**src/rtl/hzd_pkg.sv**
```systemverilog
package hzd_pkg;
    localparam int CLS_W = 3;
    localparam int REG_W = 4;
    localparam logic [REG_W-1:0] REG_NONE = '1;

    typedef enum logic [CLS_W-1:0] {
        CLS_NOP  = 3'd0,
        CLS_ALU  = 3'd1,
        CLS_STOR = 3'd2,
        CLS_LOAD = 3'd3,
        CLS_JCC  = 3'd4,
        CLS_RET  = 3'd5,
        CLS_JMP  = 3'd6,
        CLS_CALL = 3'd7
    } cls_e;

    typedef struct packed {
        logic hold;
        logic bubble;
    } ctl_s;

    typedef struct packed {
        logic load_use;
        logic ret_any;
        logic mispred;
    } hz_s;

    function automatic logic reg_match(input logic [REG_W-1:0] a,
                                       input logic [REG_W-1:0] b);
        return (a != REG_NONE) && (a == b);
    endfunction
endpackage

```
**src/rtl/hzd_detect.sv**
```systemverilog
module hzd_detect
    import hzd_pkg::*;
#(
    parameter int W = REG_W
) (
    input  logic [CLS_W-1:0] dec_cls,
    input  logic [W-1:0]     dec_src_a,
    input  logic [W-1:0]     dec_src_b,
    input  logic [CLS_W-1:0] exe_cls,
    input  logic [W-1:0]     exe_dst,
    input  logic             exe_cnd,
    input  logic [CLS_W-1:0] mem_cls,
    output hz_s              hz
);
    localparam int NSTG = 3;
    logic [CLS_W-1:0] stg_cls [NSTG];
    logic [NSTG-1:0]  is_ret;

    assign stg_cls[0] = dec_cls;
    assign stg_cls[1] = exe_cls;
    assign stg_cls[2] = mem_cls;

    for (genvar i = 0; i < NSTG; i++) begin : g_ret
        assign is_ret[i] = (stg_cls[i] == CLS_RET);
    end

    always_comb begin
        hz.load_use = (exe_cls == CLS_LOAD) &&
                      (reg_match(exe_dst, dec_src_a) || reg_match(exe_dst, dec_src_b));
        hz.ret_any  = |is_ret;
        hz.mispred  = (exe_cls == CLS_JCC) && !exe_cnd;
    end
endmodule

```
**src/rtl/hzd_arb.sv**
```systemverilog
module hzd_arb
    import hzd_pkg::*;
(
    input  hz_s  hz,
    output ctl_s f_ctl,
    output ctl_s d_ctl,
    output ctl_s e_ctl
);
    always_comb begin
        f_ctl = '0;
        d_ctl = '0;
        e_ctl = '0;
        if (hz.mispred) begin
            d_ctl.bubble = 1'b1;
            e_ctl.bubble = 1'b1;
        end else if (hz.load_use) begin
            f_ctl.hold   = 1'b1;
            d_ctl.hold   = 1'b1;
            e_ctl.bubble = 1'b1;
        end else if (hz.ret_any) begin
            f_ctl.hold   = 1'b1;
            d_ctl.bubble = 1'b1;
        end
    end
endmodule

```
**src/rtl/hzd_ctrl.sv**
```systemverilog
module hzd_ctrl
    import hzd_pkg::*;
(
    input  logic             clk,
    input  logic             rst,
    input  logic [CLS_W-1:0] dec_cls,
    input  logic [REG_W-1:0] dec_src_a,
    input  logic [REG_W-1:0] dec_src_b,
    input  logic [CLS_W-1:0] exe_cls,
    input  logic [REG_W-1:0] exe_dst,
    input  logic             exe_cnd,
    input  logic [CLS_W-1:0] mem_cls,
    output logic             f_hold,
    output logic             f_bubble,
    output logic             d_hold,
    output logic             d_bubble,
    output logic             e_hold,
    output logic             e_bubble
);
    hz_s  hz;
    ctl_s f_ctl, d_ctl, e_ctl;

    hzd_detect #(.W(REG_W)) u_det (
        .dec_cls(dec_cls), .dec_src_a(dec_src_a), .dec_src_b(dec_src_b),
        .exe_cls(exe_cls), .exe_dst(exe_dst), .exe_cnd(exe_cnd),
        .mem_cls(mem_cls), .hz(hz)
    );

    hzd_arb u_arb (.hz(hz), .f_ctl(f_ctl), .d_ctl(d_ctl), .e_ctl(e_ctl));

    assign f_hold   = f_ctl.hold;
    assign f_bubble = f_ctl.bubble;
    assign d_hold   = d_ctl.hold;
    assign d_bubble = d_ctl.bubble;
    assign e_hold   = e_ctl.hold;
    assign e_bubble = e_ctl.bubble;
endmodule

```
**config.mk**
```make
export PLATFORM = sky130hd
export DESIGN_NAME = hzd_ctrl
export DESIGN_NICKNAME = d
export VERILOG_FILES = /design/src/rtl/hzd_pkg.sv /design/src/rtl/hzd_detect.sv /design/src/rtl/hzd_arb.sv /design/src/rtl/hzd_ctrl.sv
export SDC_FILE = /design/constraint.sdc
export NUM_CORES = 1
export LEC_CHECK = 0
export BUFFER_PORTS_ARGS = -buffer_cell sky130_fd_sc_hd__buf_4
export CAP_MARGIN = 20
export CORE_AREA = 5 5 42 44
export DETAILED_ROUTE_END_ITERATION = 12
export DIE_AREA = 0 0 47 49
export PLACE_DENSITY = 0.5
export SLEW_MARGIN = 15
export SYNTH_ARGS = -nofsm -noshare
export SYNTH_HDL_FRONTEND = slang
export SYNTH_SLANG_ARGS = --single-unit
```
**constraint.sdc**
```tcl
create_clock -name vclk -period 2.25
set_input_delay 0.3375 -clock vclk [all_inputs]
set_output_delay 0.3375 -clock vclk [all_outputs]
set_load 0.02 [all_outputs]
```
---- After elaboration in Yosys (flattened, before gate mapping) ----
Index checks and enable logic that the tools add are counted.
cells by class
  equal/unequal tests ..................... 8
  mux-type cells .......................... 8
  reduce and logical (&&, ||, !) cells .... 7
operators with widths
  kind                                                                    count
  3-bit equality test (second input constant)                             4
  4-bit equality test                                                     2
  1-bit two-way mux                                                       8
  1-bit logical AND                                                       4
  4-bit inequality test (second input constant)                           1
  3-bit by 2-bit equality test with 1-bit output (second input constant)  1
  3-bit OR reduction                                                      1
  1-bit zero test                                                         1
  1-bit logical OR                                                        1
word-level totals
  register bits ........................... 0
  bits of input ports ..................... 24
  output and inout bits ................... 6

---- Depth between registers and ports, before layout ----
  depth in word-level cells ............... 6
  mapped depth ............................ 4
  mapped depth without buffers ............ 4

---- Modules after synthesis ----
A second synthesis with hierarchy kept.
second synthesis, totals
  cell total of the unflattened synthesis .. 27
  area total of the unflattened synthesis .. 185.2 um^2
by module, submodules not included
  module      instances  cells each  area each (um^2)  seq. area each (um^2)
  hzd_detect  1          18          137.6             0.0
  hzd_arb     1          9           47.5              0.0

---- Worst setup path before layout ----
OpenSTA, ideal clock, no wires.
  path kind ............................... input -> output
  start ................................... input exe_dst[2]
  end ..................................... output f_hold
  arrival time ............................ 1.190 ns
  data required time ...................... 1.913 ns
  path slack .............................. 0.723 ns
  stages .................................. 4
  cell sequence ........................... xnor2_1 > nand4_1 > a21oi_2 > a221o_1
on the way
  longest elaborated chain between the ends .. 6
  elaborated cells between the ends (all ways) .. 9
RTL lines
  what                                                          line              text
  start, declared                                               hzd_ctrl.sv:10    input logic [REG_W-1:0] exe_dst,
  4-bit inequality test or 4-bit equality test (tied branches)  hzd_pkg.sv:30     return (a != REG_NONE) && (a == b);
  1-bit logical AND                                             hzd_pkg.sv:30
  1-bit logical OR *                                            hzd_detect.sv:29  (reg_match(exe_dst, dec_src_a) || reg_match(exe_dst, dec_src_b));
  1-bit logical AND *                                           hzd_detect.sv:28  hz.load_use = (exe_cls == CLS_LOAD) &&
  1-bit two-way mux *                                           hzd_arb.sv:16     end else if (hz.load_use) begin
  1-bit two-way mux *                                           hzd_arb.sv:13     if (hz.mispred) begin
  end, declared                                                 hzd_ctrl.sv:13    output logic f_hold,
Every way passes the cells marked *; elsewhere a longest branch is shown, timed or not.

---- Worst setup path after layout ----
Same ends and word-level chain as after synthesis.

==> results.yml <==
status:
  status: "finished clean"
critical_path:
  path_max_fanout: 4
  arrival_ns: 1.27
  cpPeakStageDelay_ns: 0.24
  cp_common_cell: "buf_4"
  path_class: "in2out"
  cp-end-kind: "output port"
  required_ns: 1.91
  crit_chain: "buf_4 -> xnor2_1 -> nand4_1 -> a21oi_2 -> a221o_1 -> buf_4"
  slowest_stage: "a21oi_2"
  startpoint_type: "input port"
grt:
  use_met1: 0.0783
  grt_pass1_vias: 254
  grt_pass1_wl_um: 993
  antenna_found_initial: 0
  grt.overflow.total: 0
  grt-busiest-layer: "met2"
  use_met2: 0.0814
  track_usage: 0.0519
  grt_start_max_net_pins: 5
  grtUsageMet3: 0.00738
floorplanning:
  fp.coreArea_um2: 1400
  dieWidth_um: 47
  die_h_um: 49
  pin_count: 30
  floorplan.initialDensity: 0.135
  die-area_um2: 2300
  rows: 14
cells_and_area:
  num-clock-buffers: 0
  syn_to_final_growth_pct: 108
  nets: 78
  diodes: 0
  drive_above_1_share: 0.538
  nFlopsAndLatches: 0
  seqCellArea_um2: 0
routing:
  drt_iter0_markers: 6
  wl_um: 624
  detail_route.wl_per_cell_um: 9.18
  via_count: 259
  ant_nets: 0
  drc_errors: 0
  dr.pass1.iters: 2
  vias_per_cell: 3.81
clock_tree:
  postCtsSetupRepairBufs: 0
  cts_hold_buffers: 0
  cts-resized-gates: 0
timing:
  post-route-period-util: 0.716
  finalCriticalPeriod_ns: 1.61
  rsz0062_at_grt: "false"
  setup_viol: 0
  finalHoldViolations: 0
  tns_ns: 0
  max_clock_freq_mhz: 620
  maxSlewViolCount: 0
yosys:
  yosysSeqAreaShare: 0
  yosys.cell_types.count: 14
  netlist_area_um2: 189
  synth.avg_cell_area_um2: 7.00
  yosys_warnings: 0
  synth_cells: 27
pwr:
  peakVddDrop_mv: 0.0642
  leakagePower_nw: 0.182
  power.density_nw_per_um2: 194
  p_total_w: 0.0000763
min_path:
  hold_class: "in2out"
placement:
  place_congestion: 0.663
  io_buffers: 26
flow_run:
  cap_violations: 0
-- area by class of cell --
class              instances  area [um^2]
multi-input cells         26          178
fillers                  161         1010
well taps                 16         20.0
repair buffers            26          195
-- metal layers --
layer  wire (um)  share of wire
met4           0              0
met2         255           0.41
met3         116           0.19
met5           0              0
met1         253           0.41
-- power by group --
part	internal [W]	total [W]	switching, W
sequential	0	0	0
combinational	0.0000458	0.0000763	0.0000305
clock	0	0	0
-- final timing paths --
check | endpoint | depth (start not counted) | slack, ns | startpoint
worst min-delay path | f_hold | 3 | 1.04 | exe_cls[0]
worst max-delay path | f_hold | 6 | 0.64 | exe_dst[2]
-- placed cells by master (no fill, tap or decap), drive strengths merged --
cell type / n
a21o: 1
a21oi: 2
a221o: 1
buf: 26
conb: 2
nand2: 2
nand2b: 2
nand4: 3
nand4b: 1
nor2: 2
nor2b: 1
o22ai: 1
xnor2: 8
-- through the flow --
stage	setup slack [ns]	instances	hold slack, ns	util	instance area, um^2
2_1_floorplan	0.723	28	0.834	-	193
3_3_place_gp	0.649	68	1.04	0.280	393
3_5_place_dp	0.630	68	1.04	0.280	393
4_1_cts	0.630	68	1.04	0.280	393
5_1_grt	0.544	68	1.07	0.280	393
6_report	0.638	68	1.04	0.280	393
-- Yosys cell counts (all sizes together) --
library cell | count | area [um^2]
a21oi | 2 | 13.8
conb | 1 | 3.75
o22ai | 1 | 6.26
nor2 | 2 | 7.51
buf | 2 | 15.0
nor2b | 1 | 6.26
nand2b | 2 | 12.5
nand4b | 1 | 8.76
nand4 | 3 | 18.8
a21o | 1 | 8.76
a221o | 1 | 10.0
nand2 | 2 | 7.51
xnor2 | 8 | 70.1
-- cells by family (layout without fill, tap and decap cells) --
kind of cell	Yosys count	after routing	synth area share
xor gates and xnor gates	8	8	0.371
buffers and inverters	2	26	0.0794
AOI/OAI and AO/OA	5	5	0.205
and+or+nand+nor	11	11	0.325
other	1	2	0.0198
-- worst max-delay path, delay by kind of cell --
| family | cells | cell delay [ns] |
|---|---|---|
| compound gates | 2 | 0.38 |
| buf+inv | 2 | 0.26 |
| xor+xnor | 1 | 0.15 |
| simple gates | 1 | 0.13 |
Power figures use the tool's default switching activity.
